### config.mk
export PLATFORM = sky130hd
export DESIGN_NAME = ir_ctl_slave
export DESIGN_NICKNAME = d
export VERILOG_FILES = /design/src/rtl/ir_ctl_pkg.sv /design/src/rtl/ir_ctl_sync.sv /design/src/rtl/ir_ctl_regs.sv /design/src/rtl/ir_ctl_seq.sv /design/src/rtl/ir_ctl_slave.sv
export SDC_FILE = /design/constraint.sdc
export NUM_CORES = 1
export LEC_CHECK = 0
export ABC_AREA = 1
export ABC_CLOCK_PERIOD_IN_PS = 3600
export BUFFER_PORTS_ARGS = -buffer_cell sky130_fd_sc_hd__buf_2
export CORE_AREA = 2 2 71 73
export CTS_CLUSTER_SIZE = 12
export DETAILED_ROUTE_END_ITERATION = 8
export DIE_AREA = 0 0 73 75
export GPL_TIMING_DRIVEN = 0
export PLACE_DENSITY = 0.74
export SLEW_MARGIN = 20
export SYNTH_ARGS = -nofsm -noshare
export SYNTH_HDL_FRONTEND = slang
export SYNTH_SLANG_ARGS = --single-unit
### constraint.sdc
create_clock -name clk -period 3.6 [get_ports clk]
set_input_delay 0.36 -clock clk [delete_from_list [all_inputs] [get_ports clk]]
set_output_delay 0.36 -clock clk [all_outputs]
set_load 0.005 [all_outputs]
### src/rtl/ir_ctl_pkg.sv
// Package: shared constants and types of the serial control slave.
// Assumes: header bits travel LSB first, so the packed struct below
// matches the byte as reassembled by a right shift.
package ir_ctl_pkg;

    localparam int unsigned BYTE_W = 8;
    localparam int unsigned IDX_W  = 4;
    localparam int unsigned ADR_W  = 3;

    localparam logic [IDX_W-1:0] IDX_MODE = 4'd0;
    localparam logic [IDX_W-1:0] IDX_RATE = 4'd1;
    localparam logic [IDX_W-1:0] IDX_PWR  = 4'd2;

    // header byte: bit0 direction, bits4:1 index, bits7:5 address
    typedef struct packed {
        logic [ADR_W-1:0] addr;
        logic [IDX_W-1:0] idx;
        logic             wr;
    } hdr_t;

    // phase names describe which rise the sequencer waits for next
    typedef enum logic [3:0] {
        PH_INIT,
        PH_IDLE,
        PH_SOF0,
        PH_HDR,
        PH_SOF1,
        PH_B1,
        PH_SOF2,
        PH_B2,
        PH_RSP,
        PH_LAST
    } phase_t;

endpackage

### src/rtl/ir_ctl_sync.sv
// Module: brings the serial clock and write line into the system clock
// domain and flags each serial clock rise together with the write bit.
// Assumes: the serial clock is slow against clk (several clk per half
// period) and the write line is stable around each serial clock rise.
module ir_ctl_sync #(
    parameter int unsigned STAGES = 2
) (
    input  logic clk,
    input  logic rst_n,
    input  logic sclk_i,
    input  logic swdat_i,
    output logic rise_o,
    output logic wbit_o
);

    logic [STAGES-1:0] sclk_q;
    logic [STAGES-1:0] dat_q;
    logic              sclk_prev;

    // first stage of both synchronizer chains
    always_ff @(posedge clk) begin
        if (!rst_n) begin
            sclk_q[0] <= 1'b0;
            dat_q[0]  <= 1'b0;
        end else begin
            sclk_q[0] <= sclk_i;
            dat_q[0]  <= swdat_i;
        end
    end

    // remaining stages, one per parameterised step
    for (genvar k = 1; k < STAGES; k++) begin : g_stage
        always_ff @(posedge clk) begin
            if (!rst_n) begin
                sclk_q[k] <= 1'b0;
                dat_q[k]  <= 1'b0;
            end else begin
                sclk_q[k] <= sclk_q[k-1];
                dat_q[k]  <= dat_q[k-1];
            end
        end
    end

    // previous synchronized clock level for edge detection
    always_ff @(posedge clk) begin
        if (!rst_n) sclk_prev <= 1'b0;
        else        sclk_prev <= sclk_q[STAGES-1];
    end

    assign rise_o = sclk_q[STAGES-1] & ~sclk_prev;
    assign wbit_o = dat_q[STAGES-1];

endmodule

### src/rtl/ir_ctl_regs.sv
// Module: control registers and read multiplexer of the slave.
// Assumes: at most one write strobe per serial clock rise; the read
// data is a pure function of the selected index and extended index.
module ir_ctl_regs
    import ir_ctl_pkg::*;
#(
    parameter logic [BYTE_W-1:0] MFR_ID = 8'h01,
    parameter logic [BYTE_W-1:0] PRD_ID = 8'h41,
    parameter logic [IDX_W-1:0]  XIDX   = 4'hF
) (
    input  logic              clk,
    input  logic              rst_n,
    input  logic              wr_en,
    input  logic [IDX_W-1:0]  wr_idx,
    input  logic [BYTE_W-1:0] wr_data,
    input  logic [IDX_W-1:0]  rd_idx,
    input  logic [BYTE_W-1:0] rd_xsel,
    output logic [BYTE_W-1:0] rd_data,
    output logic              awake,
    output logic              rx_en,
    output logic              tx_en,
    output logic              mir,
    output logic [1:0]        pwr
);

    logic unused_wr_bits;
    assign unused_wr_bits = ^wr_data[5:3];

    // register updates; reset leaves the part asleep at full power
    always_ff @(posedge clk) begin
        if (!rst_n) begin
            awake <= 1'b0;
            rx_en <= 1'b0;
            tx_en <= 1'b0;
            mir   <= 1'b0;
            pwr   <= 2'b11;
        end else if (wr_en) begin
            case (wr_idx)
                IDX_MODE: begin
                    awake <= wr_data[0];
                    rx_en <= wr_data[1];
                    tx_en <= wr_data[2];
                end
                IDX_RATE: mir <= wr_data[0];
                IDX_PWR:  pwr <= wr_data[7:6];
                default: ;
            endcase
        end
    end

    // read multiplexer, including the extended identity space
    always_comb begin
        rd_data = '0;
        if (rd_idx == XIDX) begin
            if (rd_xsel == 8'h00)      rd_data = MFR_ID;
            else if (rd_xsel == 8'h01) rd_data = PRD_ID;
        end else begin
            case (rd_idx)
                IDX_MODE: rd_data = {5'b0, tx_en, rx_en, awake};
                IDX_RATE: rd_data = {7'b0, mir};
                IDX_PWR:  rd_data = {pwr, 6'b0};
                default:  rd_data = '0;
            endcase
        end
    end

endmodule

### src/rtl/ir_ctl_seq.sv
// Module: bus sequencer. Counts the idle-bus clocks after reset, frames
// the header, optional extended index, data and response bytes, and
// drives the read line.
// Assumes: one action per synchronized serial clock rise; a read answer
// is taken from the register file on the rise that starts it.
module ir_ctl_seq
    import ir_ctl_pkg::*;
#(
    parameter int unsigned      INIT_CYC = 30,
    parameter logic [IDX_W-1:0] XIDX     = 4'hF
) (
    input  logic              clk,
    input  logic              rst_n,
    input  logic              rise,
    input  logic              wbit,
    input  logic [BYTE_W-1:0] rd_data,
    output logic              ready,
    output logic              busy,
    output logic              rsp_win,
    output logic              srdat,
    output logic              srdat_oe,
    output logic              wr_en,
    output logic [IDX_W-1:0]  wr_idx,
    output logic [BYTE_W-1:0] wr_data,
    output logic [IDX_W-1:0]  rd_idx,
    output logic [BYTE_W-1:0] rd_xsel
);

    localparam int unsigned CNT_W = $clog2(INIT_CYC + 1);
    localparam int unsigned BIT_W = $clog2(BYTE_W);
    localparam logic [BIT_W-1:0]  LAST_BIT = BIT_W'(BYTE_W - 1);
    localparam logic [CNT_W-1:0]  INIT_END = CNT_W'(INIT_CYC - 1);

    phase_t            ph;
    logic [CNT_W-1:0]  icnt;
    logic [BIT_W-1:0]  bcnt;
    logic [BYTE_W-1:0] sh;
    logic [BYTE_W-1:0] nxt;
    logic [BYTE_W-1:0] rsp_sh;
    logic [BYTE_W-1:0] xsel;
    hdr_t              hdr;
    logic              addr_ok;
    logic              is_ext;
    logic              last_bit;

    assign nxt      = {wbit, sh[BYTE_W-1:1]};
    assign addr_ok  = (hdr.addr == '0);
    assign is_ext   = (hdr.idx == XIDX);
    assign last_bit = (bcnt == LAST_BIT);

    // write strobe lands on the rise of the last data bit
    assign wr_en   = rise && (ph == PH_B1) && last_bit && hdr.wr
                     && addr_ok && !is_ext;
    assign wr_idx  = hdr.idx;
    assign wr_data = nxt;
    assign rd_idx  = hdr.idx;
    assign rd_xsel = xsel;

    assign ready   = (ph != PH_INIT);
    assign busy    = (ph != PH_INIT) && (ph != PH_IDLE);
    assign rsp_win = (ph == PH_RSP) || (ph == PH_LAST);

    // phase sequencing, byte assembly and response shifting
    always_ff @(posedge clk) begin
        if (!rst_n) begin
            ph       <= PH_INIT;
            icnt     <= '0;
            bcnt     <= '0;
            sh       <= '0;
            rsp_sh   <= '0;
            xsel     <= '0;
            hdr      <= '0;
            srdat    <= 1'b1;
            srdat_oe <= 1'b0;
        end else if (rise) begin
            case (ph)
                PH_INIT: begin
                    if (wbit)                  icnt <= '0;
                    else if (icnt == INIT_END) ph   <= PH_IDLE;
                    else                       icnt <= icnt + 1'b1;
                end
                PH_IDLE: ph <= PH_SOF0;
                PH_SOF0: begin
                    bcnt <= '0;
                    ph   <= PH_HDR;
                end
                PH_HDR: begin
                    sh   <= nxt;
                    bcnt <= bcnt + 1'b1;
                    if (last_bit) begin
                        hdr <= hdr_t'(nxt);
                        ph  <= PH_SOF1;
                    end
                end
                PH_SOF1: begin
                    bcnt <= '0;
                    if (!hdr.wr && !is_ext) begin
                        rsp_sh   <= rd_data;
                        srdat_oe <= addr_ok;
                        srdat    <= !addr_ok;
                        ph       <= PH_RSP;
                    end else begin
                        ph <= PH_B1;
                    end
                end
                PH_B1: begin
                    sh   <= nxt;
                    bcnt <= bcnt + 1'b1;
                    if (last_bit) begin
                        if (is_ext) begin
                            xsel <= nxt;
                            ph   <= PH_SOF2;
                        end else begin
                            ph <= PH_IDLE;
                        end
                    end
                end
                PH_SOF2: begin
                    bcnt <= '0;
                    if (hdr.wr) begin
                        ph <= PH_B2;
                    end else begin
                        rsp_sh   <= rd_data;
                        srdat_oe <= addr_ok;
                        srdat    <= !addr_ok;
                        ph       <= PH_RSP;
                    end
                end
                PH_B2: begin
                    sh   <= nxt;
                    bcnt <= bcnt + 1'b1;
                    if (last_bit) ph <= PH_IDLE;
                end
                PH_RSP: begin
                    srdat  <= addr_ok ? rsp_sh[0] : 1'b1;
                    rsp_sh <= {1'b0, rsp_sh[BYTE_W-1:1]};
                    bcnt   <= bcnt + 1'b1;
                    if (last_bit) ph <= PH_LAST;
                end
                PH_LAST: begin
                    srdat_oe <= 1'b0;
                    srdat    <= 1'b1;
                    ph       <= PH_IDLE;
                end
                default: ph <= PH_INIT;
            endcase
        end
    end

endmodule

### src/rtl/ir_ctl_slave.sv
// Module: top of the serial control slave. Ties the input synchronizer,
// the bus sequencer and the register file together.
// Assumes: single transceiver on the bus (address 0); the LED-off and
// receiver-off outputs are combined with the datapath outside.
module ir_ctl_slave
    import ir_ctl_pkg::*;
#(
    parameter int unsigned       SYNC_STAGES = 2,
    parameter int unsigned       INIT_CYC    = 30,
    parameter logic [BYTE_W-1:0] MFR_ID      = 8'h01,
    parameter logic [BYTE_W-1:0] PRD_ID      = 8'h41
) (
    input  logic       clk,
    input  logic       rst_n,
    input  logic       sclk_i,
    input  logic       swdat_i,
    output logic       srdat_o,
    output logic       srdat_oe_o,
    output logic       led_off_o,
    output logic       rx_off_o,
    output logic       ready_o,
    output logic       awake_o,
    output logic       rx_en_o,
    output logic       tx_en_o,
    output logic       mir_o,
    output logic [1:0] pwr_o
);

    localparam logic [IDX_W-1:0] XIDX = {IDX_W{1'b1}};

    logic              rise;
    logic              wbit;
    logic              wr_en;
    logic [IDX_W-1:0]  wr_idx;
    logic [BYTE_W-1:0] wr_data;
    logic [IDX_W-1:0]  rd_idx;
    logic [BYTE_W-1:0] rd_xsel;
    logic [BYTE_W-1:0] rd_data;

    ir_ctl_sync #(.STAGES(SYNC_STAGES)) i_sync (
        .clk     (clk),
        .rst_n   (rst_n),
        .sclk_i  (sclk_i),
        .swdat_i (swdat_i),
        .rise_o  (rise),
        .wbit_o  (wbit)
    );

    ir_ctl_seq #(.INIT_CYC(INIT_CYC), .XIDX(XIDX)) i_seq (
        .clk      (clk),
        .rst_n    (rst_n),
        .rise     (rise),
        .wbit     (wbit),
        .rd_data  (rd_data),
        .ready    (ready_o),
        .busy     (led_off_o),
        .rsp_win  (rx_off_o),
        .srdat    (srdat_o),
        .srdat_oe (srdat_oe_o),
        .wr_en    (wr_en),
        .wr_idx   (wr_idx),
        .wr_data  (wr_data),
        .rd_idx   (rd_idx),
        .rd_xsel  (rd_xsel)
    );

    ir_ctl_regs #(.MFR_ID(MFR_ID), .PRD_ID(PRD_ID), .XIDX(XIDX)) i_regs (
        .clk     (clk),
        .rst_n   (rst_n),
        .wr_en   (wr_en),
        .wr_idx  (wr_idx),
        .wr_data (wr_data),
        .rd_idx  (rd_idx),
        .rd_xsel (rd_xsel),
        .rd_data (rd_data),
        .awake   (awake_o),
        .rx_en   (rx_en_o),
        .tx_en   (tx_en_o),
        .mir     (mir_o),
        .pwr     (pwr_o)
    );

endmodule

==> results.toml, run 1 <==
[sta]
max_freq_mhz = 610
setup_viol = 0
fin_worst_skew_ns = 0.00352
hold_viol = 0
slew_headroom_pct = 63.8
setup_tns_ns = 0
min_period_over_period_pct = 45.5
fin_crit_ns = 1.64
worstMarginPinSlew_ns = 0.543
rsz0062_at_grt = "false"
maxSlewViolCount = 0

[global_routing]
grt_usage_pct = 22.8
overflow = 0
grt_max_degree = 19
antenna_found_initial = 0
grt_pass1_vias = 2205
grt_pass1_wl_um = 9720

[drt]
post-route-drc-count = 0
wl_per_cell_um = 11.9
wirelength_um = 5690
vias = 2452
postRouteAntennaNets = 0
drt_iter0_markers = 87
vias_per_cell = 5.15
first_pass_iters = 4

[clocking]
holdBufCountCts = 0
numClockSinks = 56
postCtsSetupRepairBufs = 0
clock_path_buffers = 2
cts-root-buf = "clkbuf_8"
cts_tree = "done"
cts_buffers = 5
cts_resized = 0
cts.clk_slew.worst_paths_ns = 0.10
insertion_delay_ns = 0.31
htreeDepth = 2

[final_layout]
areaGrowthSynthToFinish_pct = 9.18
num_antenna_cells = 0
final_cell_mix = "103 x nand2_1, 63 x nor2_1, 56 x dfxtp_1, 44 x inv_1, 31 x a21oi_1"
final_common_cell = "nand2_1"
stdcell_count = 476
nets = 429
drive_above_1_share_pct = 12.8
fillers = 440

[synth]
yosys.cell_types.count = 28
syn-num-nets = 409
netlist_area_um2 = 2700
synth-simple-area-share_pct = 34.6
syn_inst = 401
synth_xor_area_share_pct = 0.324
avgSynthCellArea_um2 = 6.73
synth_fa_ha_area_share_pct = 1.85
yosys_most_used_dff = "dfxtp_1"
muxShareOfSynthArea_pct = 0
synth-compound-area-share_pct = 12.5
async_reset_ff_share_pct = 0
ys_ff_latch = 56
ys_seq_area_share_pct = 41.5
yosys_warnings = 0
synth_enable_flop_cells = 0
synth_top_family_by_area = "simple AND/OR/NAND/NOR gates"

[placed_design]
io_buffers = 13
hpwl_um = 4220
placed_cells = 468
gp_congestion = 0.841

[power]
switching_share_pct = 21.7
p_per_area_nw_per_um2 = 365
p_int_mw = 0.843
seqPwrFrac_pct = 58.1
leakage_nw = 1.38
vdd_drop_max_uv = 393
p_switching_mw = 0.234
combPwrFrac_pct = 2.8
clockPowerShare_pct = 39.1
finalPower_mw = 1.08

[setup_path]
startpoint_type = "flop"
cp-end-kind = "flop"
critPathKind = "flop to flop"
cp.arrival_ns = 1.85
reg2reg_setup_slack_ns = 1.96
path_max_fanout = 6
worstPathRequired_ns = 3.82

[floorplan]
initial_core_util_pct = 57.9
chipWidth_um = 73
die_area_um2 = 5480
design.core.area_um2 = 4660
io_pins = 15
fp.dieH_um = 75
rows = 25

[run_status]
outcome = "finished clean"

[flow_run]
cap_violations = 0

[worst_hold_path]
hold_class = "primary input to flop"
-- kinds of logic after synthesis --
logic type	Yosys count
xor+xnor	1
simple gates	216
buf+inv	61
compound gates	63
flops	56
fa+ha+maj	4
-- synth_stat cells, types with 2 or more instances --
library cell	count	share of area, %
nand2_1	103	14
nor2_1	63	8.8
dfxtp_1	56	42
inv_1	44	6.1
a21oi_1	31	5.7
o21ai_0	23	4.3
nand3_1	22	4.1
nor2_2	9	2.1
inv_2	6	0.83
nor3_1	5	0.93
buf_2	4	0.74
clkbuf_1	4	0.56
ha_1	4	1.9
nor2_4	4	1.7
nand2_2	3	0.70
nand4_1	3	0.70
o21ai_1	3	0.56
buf_6	2	0.83
nand3_2	2	0.74
o21bai_2	2	0.83
-- final timing paths --
kind / startpoint / end / cells after the start
hold reg to reg: i_sync.dat_q[0] / i_sync.wbit_o / 2
hold / removal: swdat_i / i_sync.dat_q[0] / 3
setup reg to reg: i_seq.bcnt[0] / i_regs.tx_en / 7
setup / recovery: i_seq.bcnt[0] / i_regs.tx_en / 7
-- metal layers --
layer | global-route usage [%] | vias up | wire length [um]
met5 | 0 | - | 0
met1 | 29.6 | 1097 | 2770
met2 | 37.7 | 47 | 2580
met3 | 4.95 | 11 | 237
met4 | 7.61 | 0 | 98
li1 | - | 1297 | -
-- flip-flops by register name, indices dropped and copies added (netlist names), 2 cells and up --
name / flops
i_regs.pwr: 2
i_sync.sclk_q: 2
i_seq.rd_idx: 4
i_seq.hdr: 4
i_seq.bcnt: 3
i_seq.rsp_sh: 8
i_seq.ph: 4
i_seq.icnt: 5
i_seq.sh: 7
i_seq.rd_xsel: 8
-- critical path, stage by stage (launching register included) --
cell,delay [ns]
dfxtp_1,0.37
ha_1,0.16
ha_1,0.17
nand2_1,0.08
nor3_1,0.35
nand3_2,0.20
nor2_1,0.15
nor2_1,0.06
-- power by group through the flow --
stage                     clock [mW]  sequential (mW)  combinational, mW
final                          0.421            0.626             0.0302
after global routing           0.450            0.626             0.0342
after CTS                      0.436            0.626             0.0304
after detailed placement           0            0.640             0.0302
after global placement             0            0.640             0.0294
after floorplan                    0            0.639             0.0217
-- through the flow --
stage | utilization [%] | hold WS, ns | area [um2] | setup WS, ns
2_1_floorplan | - | 0.390 | 2700 | 2.24
3_5_place_dp | 60.8 | 0.406 | 2830 | 1.98
4_1_cts | 63.2 | 0.212 | 2950 | 1.96
5_1_grt | 63.2 | 0.217 | 2950 | 1.71
3_3_place_gp | 60.8 | 0.405 | 2830 | 1.98
6_report | 63.2 | 0.223 | 2950 | 1.96
-- final cells by class --
class | instances | area [um2] | share of cell area (%)
sequential | 56 | 1120 | 38.0
tap | 54 | 67.6 | 2.29
clock buffer | 5 | 68.8 | 2.33
clock inverter | 3 | 46.3 | 1.57
inverter | 51 | 191 | 6.49
timing repair buffer | 13 | 65.1 | 2.21
multi-input combinational | 284 | 1330 | 45.1
buffer | 10 | 57.6 | 1.95
No activity file was read; power rests on OpenSTA's default activity.
==> run 2, diff against run 1 <==
--- a/config.mk
+++ b/config.mk
@@ -6,14 +6,14 @@
 export NUM_CORES = 1
 export LEC_CHECK = 0
 export ABC_AREA = 1
-export ABC_CLOCK_PERIOD_IN_PS = 3600
+export ABC_CLOCK_PERIOD_IN_PS = 1450
 export BUFFER_PORTS_ARGS = -buffer_cell sky130_fd_sc_hd__buf_2
-export CORE_AREA = 2 2 71 73
+export CORE_AREA = 2 2 74 76
 export CTS_CLUSTER_SIZE = 12
 export DETAILED_ROUTE_END_ITERATION = 8
-export DIE_AREA = 0 0 73 75
+export DIE_AREA = 0 0 76 78
 export GPL_TIMING_DRIVEN = 0
-export PLACE_DENSITY = 0.74
+export PLACE_DENSITY = 0.71
 export SLEW_MARGIN = 20
 export SYNTH_ARGS = -nofsm -noshare
 export SYNTH_HDL_FRONTEND = slang
==> constraint.sdc (replaced) <==
create_clock -name clk -period 1.45 [get_ports clk]
set_input_delay 0.145 -clock clk [delete_from_list [all_inputs] [get_ports clk]]
set_output_delay 0.145 -clock clk [all_outputs]
set_load 0.005 [all_outputs]
==> run 2 against run 1 <==
- first-iteration DRC count grew 66%
- sequential cell count is the same
- cell count grew 4.6%
- sequential share of layout area shrank 3.0 points
- non-clock buffer count grew 6
- global-route usage shrank 1.6 points
- critical path depth grew 4
- total power grew to 2.5 times the previous value
- combinational power grew to 2.8 times the previous value
- design area grew 9.9%
- count of clock-buffer cells in the layout grew 2
- sequential power grew 150%
- critical endpoint is now i_seq.rsp_sh[3]
- largest power group unchanged
==> results.toml, run 2 (synthesized netlist as in run 1, its figures left out) <==
[sta]
fin_crit_ns = 1.45
setup_tns_ns = 0
rsz0062_at_grt = "true"
hold_viol = 0
fin_worst_skew_ns = 0.00435
maxSlewViolCount = 0
max_freq_mhz = 690
worstMarginPinSlew_ns = 0.488
whs_ns = 0.0171
slew_headroom_pct = 67.5
min_period_over_period_pct = 99.9
setup_viol = 0

[floorplan]
initial_core_util_pct = 53.5
design.core.area_um2 = 5040
rows = 26
io_pins = 15
chipWidth_um = 76
die_area_um2 = 5930
fp.dieH_um = 78

[clocking]
cts_buffers = 5
htreeDepth = 2
cts.clk_slew.worst_paths_ns = 0.10
holdBufCountCts = 0
numClockSinks = 56
cts-root-buf = "clkbuf_8"
cts_tree = "done"
insertion_delay_ns = 0.31
clock_path_buffers = 2

[power]
p_switching_mw = 0.564
combPwrFrac_pct = 3.1
vdd_drop_max_uv = 638
leakage_nw = 1.46
seqPwrFrac_pct = 56.5
p_int_mw = 2.18
finalPower_mw = 2.75
switching_share_pct = 20.5
p_per_area_nw_per_um2 = 848
clockPowerShare_pct = 40.4

[drt]
vias = 2525
vias_per_cell = 5.07
first_pass_iters = 4
postRouteAntennaNets = 0
drt_iter0_markers = 144
post-route-drc-count = 0
wirelength_um = 6100
wl_per_cell_um = 12.2

[run_status]
outcome = "finished clean"

[setup_path]
worstPathRequired_ns = 1.66
r2r_start = "i_seq.ph[2]"
reg2reg_setup_slack_ns = 0.001
startpoint_type = "flop"
path_max_fanout = 5
crit_start = "i_seq.ph[2]"
cp.arrival_ns = 1.66
critPathKind = "flop to flop"
cp-end-kind = "flop"

[placed_design]
place_area_um2 = 2850
hpwl_um = 4320
io_buffers = 13
gp_congestion = 0.903

[final_layout]
num_antenna_cells = 0
postLayoutCoreUtil_pct = 64.2
fillers = 464
final_cell_area_um2 = 3240
areaGrowthSynthToFinish_pct = 20.0
drive_above_1_share_pct = 23.6
final_cell_mix = "90 x nand2_1, 61 x nor2_1, 46 x dfxtp_1, 41 x inv_1, 31 x a21oi_1"
nets = 435
final_common_cell = "nand2_1"

[worst_hold_path]
hold_path_startpoint = "swdat_i"
hold_class = "primary input to flop"

[global_routing]
grt_usage_pct = 21.1
grt_max_degree = 17
overflow = 0
grt_pass1_wl_um = 10200
grt_pass1_vias = 2279
antenna_found_initial = 0

[flow_run]
cap_violations = 0
-- run 2: cell count changes in the layout (fill, tap and decap cells not counted), sizes merged --
cell | before | now
clkinv | 2 | 0
inv | 51 | 50
clkinvlp | 0 | 1
buf | 19 | 25
clkbuf | 9 | 11
-- run 2: final cells by class --
type	count	area, um2	share of cell area, %
clock buffers	7	96.3	2.97
plain buffers	10	70.1	2.16
well taps	70	87.6	2.70
flip-flops and latches	56	1140	35.1
repair buffers	19	111	3.44
multi-input cells	284	1510	46.6
inverters	51	198	6.10
clock inverters	1	30.0	0.927
-- run 2: what timing repair did --
action	4_1_cts	5_1_grt
endpoints found under the hold margin	0	0
pin swaps	5	13
setup endpoints to repair	39	40
cloned	1	1
buffers inserted	2	2
gates resized for setup	29	36
-- run 2: path summary, 6_finish.rpt --
kind	endpoint	depth (start not counted)
worst max-delay path	i_seq.rsp_sh[3]	11
worst min-delay path	i_sync.dat_q[0]	3
worst min register to register	i_sync.wbit_o	2
worst max register to register	i_seq.rsp_sh[3]	11
-- run 2: per-layer routing --
metal	routed length [um]	share of wire (%)	global-route usage, %
met5	0	0	0
met4	53	0.87	6.00
met3	148	2.4	3.26
met2	2970	49	36.9
met1	2930	48	27.3
-- run 2: metrics by stage --
| stage | instances | setup WS (ns) |
|---|---|---|
| finish | 498 | 0.00114 |
| detailed placement | 484 | -0.201 |
| floorplan | 401 | 0.0906 |
| global placement | 484 | -0.173 |
| CTS | 495 | 0.00182 |
| global route | 498 | -0.0953 |
-- run 2: power groups by stage --
stage	Sequential, mW	Combinational (mW)	Clock (mW)
2_1_floorplan	1.59	0.0539	0
3_3_place_gp	1.59	0.0748	0
3_5_place_dp	1.59	0.0768	0
4_1_cts	1.55	0.0803	1.13
5_1_grt	1.55	0.0963	1.18
6_report	1.55	0.0857	1.11
-- run 2: worst max-delay path, stage by stage, from the launching register on --
cell,delay (ns)
dfxtp_2,0.35
buf_6,0.13
inv_4,0.04
nor2_4,0.15
nand2_2,0.10
nand2_2,0.08
nand2_2,0.07
nor2_4,0.13
buf_6,0.14
nand2_2,0.06
nand2_2,0.06
nor2_1,0.04
